`config.mk`:
```
export PLATFORM = sky130hd
export DESIGN_NAME = tis_exec_timer
export DESIGN_NICKNAME = d
export VERILOG_FILES = /design/src/rtl/tis_exec_timer.sv
export SDC_FILE = /design/constraint.sdc
export NUM_CORES = 1
export LEC_CHECK = 0
export BUFFER_PORTS_ARGS = -buffer_cell sky130_fd_sc_hd__buf_4
export CORE_AREA = 2 2 39 41
export CTS_BUF_LIST = sky130_fd_sc_hd__clkbuf_16
export DETAILED_ROUTE_END_ITERATION = 7
export DIE_AREA = 0 0 41 43
export HOLD_SLACK_MARGIN = 0.06
export SLEW_MARGIN = 20
export SYNTH_ARGS = -nofsm -noshare
export SYNTH_HDL_FRONTEND = slang
export SYNTH_SLANG_ARGS = --single-unit
```
`constraint.sdc`:
```
create_clock -name clk -period 1.1 [get_ports clk]
set_input_delay 0.165 -clock clk [delete_from_list [all_inputs] [get_ports clk]]
set_output_delay 0.165 -clock clk [all_outputs]
set_load 0.02 [all_outputs]
```
`src/rtl/tis_exec_timer.sv`:
```
module tis_exec_timer #(
  parameter int unsigned DELAY = 8,
  localparam int unsigned D = (DELAY < 1) ? 1 : DELAY,
  localparam int unsigned CW = $clog2(D + 1)
) (
  input  logic clk,
  input  logic rst,
  input  logic start,
  input  logic abort,
  output logic done
);
  logic          busy;
  logic [CW-1:0] cnt;

  always_ff @(posedge clk) begin
    if (rst || abort) begin
      busy <= 1'b0;
      cnt  <= '0;
      done <= 1'b0;
    end else if (start) begin
      busy <= 1'b1;
      cnt  <= '0;
      done <= 1'b0;
    end else if (busy) begin
      if (cnt == CW'(D - 1)) begin
        busy <= 1'b0;
        done <= 1'b1;
      end else begin
        cnt  <= cnt + 1'b1;
        done <= 1'b0;
      end
    end else begin
      done <= 1'b0;
    end
  end

  p_cnt_bound_r6: assert property (@(posedge clk) disable iff (rst)
    cnt <= CW'(D - 1));
endmodule

```
# [Word-level counts from Yosys, hierarchy flattened]
# Index checks and enable logic that the tools add are counted.
[word_totals] register_bits=6 in_bits=4 output_inout_bits=1 word_cells=15
[op_classes] n_addsub=1 n_eq_ne=1 mux=4 bitwise=2 reduce_logical=4
[op_table] op="adder 4 x 1 -> 4 bit (second input constant)" count=1
[op_table] op="== test 4 x 3 -> 1 bit (second input constant)" count=1
[op_table] op="2-to-1 mux 1 bit" count=4
[op_table] op="OR reduction 3 bit" count=1
[op_table] op="NOT 1 bit" count=2
[op_table] op="AND reduction 2 bit" count=1
[op_table] op="OR reduction 2 bit" count=1
[op_table] op="logical OR 1 bit" count=1

# [Depth between registers and ports, before layout]
# Gate-level depths: netlist of run 1.
[depth] word_depth=4 ltp_mapped=4 depth_no_buf=4

# [Worst setup path before layout of run 1]
# No wires, ideal clock.
[synth_path] path_kind="flip-flop to flip-flop" startpoint="reg cnt[0]" endpoint="reg cnt[0]" setup_time_ps=59 arrival_ps=986 required_time_ps=1041 setup_slack_ps=55 path_stages_with_launch=5 path_buffers=0 period_less_slack_ps=1045 cell_sequence="dfxtp_1 > ha_1 > nand3b_1 > a211o_1 > nand2_1"
[synth_between] elab_chain_len=3 word_cells_on_any_way=4 classes_between="add/sub: 1; eq/ne: 1; bitwise: 1; reduce/logical: 1"
[synth_rtl] element="start, declared" line="13" source="logic [CW-1:0] cnt;"
[synth_rtl] element="start signal, assigned" line="29" source="cnt <= cnt + 1'b1;"
[synth_rtl] element="parallel branches: the longest is 3 deep, another holds adder 4 x 1 -> 4 bit"
# Several ways; the timed one is not identified.
# A chain may end at the register's enable or synchronous reset.

# [Worst setup path in the final report of run 1]
[layout_path] startpoint="reg cnt[1]" endpoint="reg cnt[3]"
# Same word-level chain as after synthesis.

==> impl_summary.txt, run 1 <==
----------------------------------------------------
[STA]
  Slew @ Worst Pin ... about 0.35 ns
  Final worst path period share ... 0.966
  Maximum clock frequency ... 941 MHz
  Post-route worst hold slack ... roughly 0.11 ns
  Clock Skews ... slightly above 0.0006 ns
  Max transition margin ... 0.768
  Slew Limit Fails ... 0
  Final Hold Vio Count ... 0
  Final Setup Violations ... 0
  Final sum of negative setup slack ... 0 ns
  Unrepaired setup endpoints after global routing ... no
  Tmin final ... 1.06 ns

[Worst setup path]
  Number of buffer and inverter stages on the critical path ... 1
  CP startpoint kind ... flop
  Max incr delay on CP ... approximately 0.34 ns
  Crit end category ... flop
  Crit Path Max Fanout ... 2
  Critical Setup Path Class ... reg2reg
  Library cell contributing the largest single delay on the critical path ... dfxtp_2
  Data required, critical path ... 1.26 ns
  Chain of cells forming the critical path ... buf_4, nand4_1, or3_1, a21oi_1
  Cell class contributing the biggest share of worst-path delay ... simple AND/OR/NAND/NOR gates
  Arrival time of the worst setup path ... approximately 1.2 ns

[Floorplan]
  Die width ... approximately 41 µm
  Placeable core region ... ~1400 µm²
  Die height ... between 40 and 50 µm
  Die Outline Area ... 1760 µm²
  Initial core utilization ... 0.193
  Top Ports ... 5
  Num rows ... 14

[Layout]
  Layout fillers ... about 150
  Area added between synthesis and finish ... 66.4%
  Area taken by multi-input logic gates ... approximately 160 µm²
  Number of nets in the final layout ... 49
  Number of antenna diodes ... 0
  Seq. cell area ... approximately 120 µm²
  Final standard cell count with taps included and fillers excluded ... 58
  Fraction of layout cells with a size suffix above 1 ... 0.405

[Placement]
  Input/output buffers ... 4
  Final Wtd Congestion ... roughly 0.71
  Placed Cells ... 55

[Clock network]
  Sink Count ... 6
  Htree depth ... 1
  Max clock buf depth ... 2
  Clock transition at the registers of the reported paths ... approximately 0.03 ns
  Total CTS buffers ... 3
  Library cell used as clock root buffer ... clkbuf_16
  Clock latency of the later-clocked register in the worst-skew pair ... 0.23 ns
  TritonCTS clock tree ... yes
  Post-CTS Hold Buffers ... 0
  Post-CTS Setup Repair Bufs ... 0

[Synth]
  Mapped Avg Cell Area ... 8.93 µm²
  Most used standard cells in the synthesized netlist ... 7 x nand2_1, 6 x dfxtp_1, 3 x a21oi_1, 3 x nor3_1, 2 x nand4_1
  Most frequent cell after synthesis ... nand2_1
  Sequential area share after synthesis ... 0.449
  Number of warnings issued by yosys ... 0
  Synthesized instance count ... 30
  Area of the mapped netlist ... approximately 270 µm²
  Post-synthesis net count ... 35
  Async set-or-reset flop fraction in the synthesized netlist ... 0
  Top post-synthesis cells by area ... dfxtp_1 45%, nand2_1 9.8%, a21oi_1 5.6%, nor3_1 5.6%, nor4b_2 5.6%
  EDFF count, synth ... 0
  Yosys top cell area share ... 0.449
  Post-synthesis cell type count ... 14
  Main flop type after synthesis ... dfxtp_1
  Cell type with the highest aggregate area in the netlist ... dfxtp_1
  Synthesis-stage register bit count ... 6

[Global routing]
  Overall overflow remaining after global route ... 0
  Maximum number of pins on one net before global-route repair ... 7
  Total track usage ... 0.0966
  Vias in the first global route ... around 240
  Global-route wire length before repair ... roughly 950 µm
  Number of antenna violations at the first check in global routing ... 0

[Pwr]
  P_sw ... between 100 and 150 µW
  Clock power frac ... 0.701
  Internal Power ... about 700 µW
  Pwr/cell area ... around 1900 nW/µm²
  Share of power burned in combinational logic ... 0.033
  Leakage power summed over all cells ... 0.000172 µW
  Switching share of power ... 0.160
  Flop pwr share ... 0.266
  Max rail drop VDD ... between 0.9 and 1 mV

[Drt]
  Routed wirelength normalized by instance count ... around 9.6 µm
  Vias after detailed routing ... 262
  DRC ... 0
  Routed wire length ... between 500 and 600 µm
  Remaining antenna violation count ... 0
  Drt pass-1 iters ... 1
  Via-to-Cell Ratio ... ~4.5
  DRC marker count from the first detailed-route iteration ... 0

[Flow run]
  Max-capacitance violation count ... 0

[Hold path]
  Worst min path class ... in2reg

[Outcome]
  Outcome ... complete, no violations

----------------------------------------------------
stage by stage:
stage	setup slack, ns	util	total power (µW)	area [µm²]
global placement	0.0292	0.257	252	355
floorplan	0.0552	-	236	268
finish	0.0375	0.322	836	445
global route	0.00289	0.322	864	445
CTS	0.0271	0.313	852	433
detailed placement	0.00384	0.257	253	355
final cells by class:
| type | count | share of cell area |
|---|---|---|
| multi-input combinational | 23 | 0.351 |
| sequential | 6 | 0.275 |
| clock buffer | 3 | 0.169 |
| timing repair buffer | 9 | 0.152 |
| tap | 16 | 0.0449 |
| inverter | 1 | 0.00843 |
power groups by stage:
stage                     Sequential, µW  Combinational, µW  Clock, µW
after floorplan                      227               9.22          0
after global placement               226               26.8          0
after detailed placement             226               27.2          0
after CTS                            222               27.3        602
after global routing                 223               31.7        609
final                                223               27.3        586
flip-flops by register name, indices dropped and copies added, names as in the netlist:
register  count
busy          1
cnt           4
done          1
placed cells by master, fill, tap and decap left out:
cell	synthesis	final
a211o_1	1	1
a21oi_1	3	3
buf_4	0	9
clkbuf_16	0	3
dfxtp_1	6	4
dfxtp_2	0	2
ha_4	0	1
inv_1	1	1
mux2i_1	1	1
nand2_1	7	7
nand3b_1	1	1
nand4_1	2	2
nor2_1	1	1
nor3_1	3	3
nor4b_2	1	1
or3_1	1	1
or3_4	1	1
routing by layer:
metal / vias to the layer above / global-route usage / part of all wire
li1: 133 / - / -
met1: 116 / 0.0841 / 0.36
met2: 8 / 0.116 / 0.50
met3: 5 / 0.0785 / 0.086
met4: 0 / 0.120 / 0.057
met5: - / 0 / 0
worst paths after layout:
path	from	endpoint	slack (ns)	cells past startpoint
setup / recovery	cnt[1]	cnt[3]	0.04	4
hold / removal	rst	busy	0.11	2
setup reg to reg	cnt[1]	cnt[3]	0.04	4
hold reg to reg	cnt[3]	done	0.51	1
logic make-up after synthesis:
group                      share of synthesized area
buffers and inverters                         0.0140
DFF                                            0.449
muxes                                         0.0374
AOI/OAI and AO/OA                             0.0888
adders and majority gates                     0.0467
and+or+nand+nor                                0.364
what timing repair did:
item / 4_1_cts / 5_1_grt
gates cloned: 0 / 0
pin swaps: 1 / 3
gates resized for setup: 1 / 3
endpoints found under the setup margin: 1 / 3
Note: power is estimated with default switching activity, not from simulation.
==> run 2: changes to the inputs <==
Settings changed: PLACE_DENSITY from default to 0.39.
==> impl_summary.txt, run 2 (synthesis results as in run 1) <==
----------------------------------------------------
[Outcome]
  Outcome ... complete, no violations

[Worst setup path]
  Worst Reg2Reg Path Length in Cells ... 4
  CP startpoint kind ... flop
  Critical Setup Path Class ... reg2reg
  Reg2Reg Setup Slack ... around 0.054 ns
  Crit end category ... flop
  Crit Path Max Fanout ... 4
  Arrival time of the worst setup path ... around 1.2 ns
  Endpoint of the most critical register-to-register path ... cnt[0]
  Crit Reg-Reg Startpoint ... cnt[0]
  Data required, critical path ... between 1 and 1.5 ns

[Layout]
  Number of nets in the final layout ... 48
  Most common library cell in the layout ignoring fill and taps ... buf_4
  Area added between synthesis and finish ... 61.2%
  Biggest registers after layout ... cnt (4), busy (1), done (1)
  Area of all placed cells without fillers ... roughly 430 µm²
  Fraction of layout cells with a size suffix above 1 ... 0.415
  Core utilization of the finished layout ... 0.312
  Final standard cell count with taps included and fillers excluded ... 57
  Number of antenna diodes ... 0
  Largest register FFs ... 4
  Commonest cells after routing, fill and taps aside ... 8 x buf_4, 7 x nand2_1, 4 x dfxtp_1
  Register ranked first by flip-flop count ... cnt

[Clock network]
  TritonCTS clock tree ... yes
  Clock transition at the registers of the reported paths ... approximately 0.030 ns
  Total CTS buffers ... 3
  Clock latency of the later-clocked register in the worst-skew pair ... between 0.2 and 0.25 ns
  Post-CTS Setup Repair Bufs ... 0
  Max clock buf depth ... 2
  Library cell used as clock root buffer ... clkbuf_16
  Post-CTS resize count ... 0
  Post-CTS Hold Buffers ... 0
  Sink Count ... 6
  Htree depth ... 1

[Placement]
  Detailed-placement wirelength estimate ... 419 µm
  Input/output buffers ... 4
  Total placed instance area ... approximately 350 µm²
  Final Wtd Congestion ... roughly 0.74
  Placed Cells ... 54
  Worst slack, placed ... between 0.01 and 0.015 ns

[Global routing]
  Global-route wire length before repair ... 986 µm
  Maximum number of pins on one net before global-route repair ... 7
  Vias in the first global route ... 240
  Total track usage ... 0.0975
  Number of antenna violations at the first check in global routing ... 0
  Overall overflow remaining after global route ... 0

[Pwr]
  Pwr/cell area ... between 1500 and 2000 nW/µm²
  Leakage power summed over all cells ... about 0.00017 µW
  Max rail drop VDD ... around 0.85 mV

[STA]
  Slew Limit Fails ... 0
  Tmin final ... around 1.0 ns
  Final worst path period share ... 0.951
  Smallest setup slack after layout ... about 0.054 ns
  Final Hold Vio Count ... 0
  Max transition margin ... 0.774
  Clock Skews ... 0.000580 ns
  Post-route worst hold slack ... around 0.12 ns
  Maximum clock frequency ... ~960 MHz
  Slew @ Worst Pin ... ~0.34 ns
  Final Setup Violations ... 0

[Hold path]
  Min-Delay Path Depth ... 2
  Worst-case hold path end point ... busy
  Beginning of the worst hold path ... rst
  Worst min path class ... in2reg

[Drt]
  DRC ... 0
  Routed wirelength normalized by instance count ... roughly 10 µm
  Remaining antenna violation count ... 0
  Routed wire length ... roughly 570 µm
  Via-to-Cell Ratio ... 4.47
  DRC marker count from the first detailed-route iteration ... 4
  Drt pass-1 iters ... 2
  Vias after detailed routing ... roughly 260

[Floorplan]
  Die height ... approximately 43 µm
  Initial core utilization ... 0.193
  Die width ... between 40 and 50 µm
  Top Ports ... 5
  Placeable core region ... 1380 µm²
  Num rows ... 14
  Die Outline Area ... between 1500 and 2000 µm²

[Flow run]
  Max-capacitance violation count ... 0

----------------------------------------------------
==> run 2: through the flow <==
stage	setup TNS [ns]	power [µW]
after floorplan	0	236
after global placement	0	252
after detailed placement	0	254
after CTS	0	844
after global routing	-0.00611	858
final	0	834
==> run 2: how the worst max path moves through the flow <==
stage / startpoint / end / depth (start not counted)
after global placement: cnt[0] / cnt[0] / 4
after global routing: cnt[1] / cnt[3] / 4
after CTS: cnt[1] / cnt[0] / 4
final: cnt[0] / cnt[0] / 4
after floorplan: cnt[0] / cnt[0] / 4
after detailed placement: cnt[1] / cnt[0] / 4
==> run 2: layer usage <==
layer,GRT usage,vias to the layer above,wire length (µm)
met4,0.100,0,17
li1,-,131,-
met2,0.125,8,298
met5,0,-,0
met1,0.0871,114,199
met3,0.0785,2,49
==> run 2: layout make-up <==
cell class | count | area (µm²)
fill | 149 | 952
multi-input combinational | 23 | 150
sequential | 6 | 123
clock buffer | 3 | 75.1
timing repair buffer | 8 | 60.1
tap | 16 | 20.0
inverter | 1 | 3.75
==> run 2: report_power, final <==
group | total [µW] | leakage (µW) | switching, µW | internal [µW]
clock | 584 | 0.0000370 | 118 | 466
sequential | 223 | 0.0000495 | 1.26 | 221
combinational | 27.8 | 0.0000799 | 12.9 | 14.9
==> run 2: worst max-delay path: stages, from the launching register on <==
cell and delay [ns]:
dfxtp_2 0.32, ha_2 0.18, nand3b_1 0.15, a211o_1 0.29, nand2_1 0.05
==> run 3: changes to the inputs <==
Clock period 1.1 ns to 1 ns, I/O delays scaled along.
==> impl_summary.txt, run 3 (synthesis results as in run 1) <==
----------------------------------------------------
[Hold path]
  Beginning of the worst hold path ... rst
  Worst-case hold path end point ... busy
  Min-Delay Path Depth ... 3
  Worst min path class ... in2reg

[Global routing]
  Vias in the first global route ... 322
  Number of antenna violations at the first check in global routing ... 0
  Global-route wire length before repair ... around 1200 µm
  Maximum number of pins on one net before global-route repair ... 7
  Overall overflow remaining after global route ... 0
  Total track usage ... 0.107

[Clock network]
  Library cell used as clock root buffer ... clkbuf_16
  Htree depth ... 1
  Clock latency of the later-clocked register in the worst-skew pair ... roughly 0.22 ns
  Clock transition at the registers of the reported paths ... roughly 0.030 ns
  Total CTS buffers ... 3
  Sink Count ... 6
  Max clock buf depth ... 2
  TritonCTS clock tree ... yes

[Floorplan]
  Die Outline Area ... ~1800 µm²
  Num rows ... 14
  Placeable core region ... between 1000 and 1500 µm²
  Die width ... ~41 µm
  Initial core utilization ... 0.193
  Top Ports ... 5
  Die height ... about 43 µm

[Worst setup path]
  Max incr delay on CP ... 0.36 ns
  Crit Path Max Fanout ... 3
  Library cell contributing the largest single delay on the critical path ... dfxtp_4
  Crit Reg-Reg Startpoint ... cnt[1]
  Worst Reg2Reg Path Length in Cells ... 4
  Arrival time of the worst setup path ... between 1 and 1.5 ns
  Cell class contributing the biggest share of worst-path delay ... simple AND/OR/NAND/NOR gates
  Reg2Reg Setup Slack ... -0.09 ns
  Endpoint of the most critical register-to-register path ... cnt[3]
  CP startpoint kind ... flop
  Chain of cells forming the critical path ... buf_6, nand4_1, or3_1, a21oi_2
  Number of buffer and inverter stages on the critical path ... 1
  Critical Setup Path Class ... reg2reg
  Crit end category ... flop
  Data required, critical path ... between 1 and 1.5 ns

[Layout]
  Biggest registers after layout ... cnt (4), busy (1), done (1)
  Register ranked first by flip-flop count ... cnt
  Number of antenna diodes ... 0
  Area added between synthesis and finish ... 92.5%
  Most common library cell in the layout ignoring fill and taps ... buf_4
  Area taken by multi-input logic gates ... between 150 and 200 µm²
  Number of nets in the final layout ... 55
  Commonest cells after routing, fill and taps aside ... 12 x buf_4, 6 x nand2_1, 4 x dfxtp_1
  Layout fillers ... around 150
  Largest register FFs ... 4
  Fraction of layout cells with a size suffix above 1 ... 0.521
  Core utilization of the finished layout ... 0.373
  Seq. cell area ... ~130 µm²

[Outcome]
  Violations in the final reports ... setup timing
  Outcome ... finished with violations

[Placement]
  Input/output buffers ... 4
  Final Wtd Congestion ... approximately 0.73
  Detailed-placement wirelength estimate ... 469 µm

[Drt]
  Via-to-Cell Ratio ... 4.44
  DRC ... 0
  Routed wire length ... 652 µm
  Vias after detailed routing ... around 280
  Drt pass-1 iters ... 2
  Remaining antenna violation count ... 0
  DRC marker count from the first detailed-route iteration ... 2
  Routed wirelength normalized by instance count ... a little over 10 µm

[Flow run]
  Max-capacitance violation count ... 0

[Pwr]
  Pwr/cell area ... 1780 nW/µm²
  Max rail drop VDD ... between 0.8 and 0.9 mV
  Overall power ... 919 µW
  Leakage power summed over all cells ... between 0.0002 and 0.00025 µW

[STA]
  Final Hold Vio Count ... 0
  Tmin final ... roughly 1.1 ns
  Unrepaired setup endpoints after global routing ... yes
  Slew Limit Fails ... 0
  Slew @ Worst Pin ... about 0.18 ns
  Smallest setup slack after layout ... -0.0915 ns
  Final worst path period share ... 1.09
  Max transition margin ... 0.880
  Final Setup Violations ... 3
  Clock Skews ... roughly 0.0011 ns
  Maximum clock frequency ... 916 MHz

----------------------------------------------------
-- run 3: cell count changes in the layout (fill, tap and decap cells not counted) --
cell | before | now
dfxtp_2 | 2 | 1
ha_2 | 1 | 0
nand2_4 | 0 | 1
nand2_1 | 7 | 6
buf_6 | 0 | 3
buf_4 | 8 | 12
dfxtp_4 | 0 | 1
ha_4 | 0 | 1
-- run 3: report_power, final --
group | internal, µW | switching, µW | total, µW
combinational | 25.7 | 17.2 | 42.9
clock | 512 | 121 | 633
sequential | 241 | 1.72 | 243
total | 779 | 140 | 919
-- run 3: final cells by class --
class | instances | share of cell area
Multi-Input combinational cell | 23 | 0.325
Timing Repair Buffer | 15 | 0.240
Sequential cell | 6 | 0.243
Inverter | 1 | 0.00728
Tap cell | 16 | 0.0388
Clock buffer | 3 | 0.146
-- run 3: worst max-delay path by stage --
stage,cells after the start,end,startpoint
after floorplan,3,cnt[3],cnt[1]
after global placement,4,cnt[0],abort
after detailed placement,4,cnt[0],abort
after CTS,4,cnt[3],cnt[1]
after global routing,4,cnt[3],cnt[1]
final,4,cnt[3],cnt[1]
-- run 3: timing repair --
action                                  CTS  global route
hold buffers                              0             0
setup buffers                             2             0
gates resized for setup                   3             5
pin swaps                                 0             3
endpoints found under the setup margin    5             5
-- run 3: worst reg2reg max path, stage by stage, from the launching register on --
cell and delay [ns]:
dfxtp_4 0.36, buf_6 0.09, nand4_1 0.10, or3_1 0.34, a21oi_2 0.14
-- run 3: per-layer routing --
metal | vias to the layer above | global-route usage | share of wire
met5 | - | 0 | 0
met4 | 0 | 0.0800 | 0
met3 | 0 | 0.0471 | 0.057
li1 | 144 | - | -
met2 | 5 | 0.172 | 0.60
met1 | 135 | 0.0971 | 0.35
-- run 3: metrics by stage --
stage / area, µm² / setup slack [ns] / hold WS (ns) / setup TNS (ns) / cells
after floorplan: 273 / 0.00348 / 0.227 / 0 / 30
after global routing: 515 / -0.147 / 0.199 / -0.360 / 64
final: 515 / -0.0915 / 0.190 / -0.129 / 64
after detailed placement: 390 / -0.0701 / 0.425 / -0.166 / 59
after global placement: 390 / -0.0650 / 0.414 / -0.102 / 59
after CTS: 497 / -0.0584 / 0.190 / -0.108 / 64
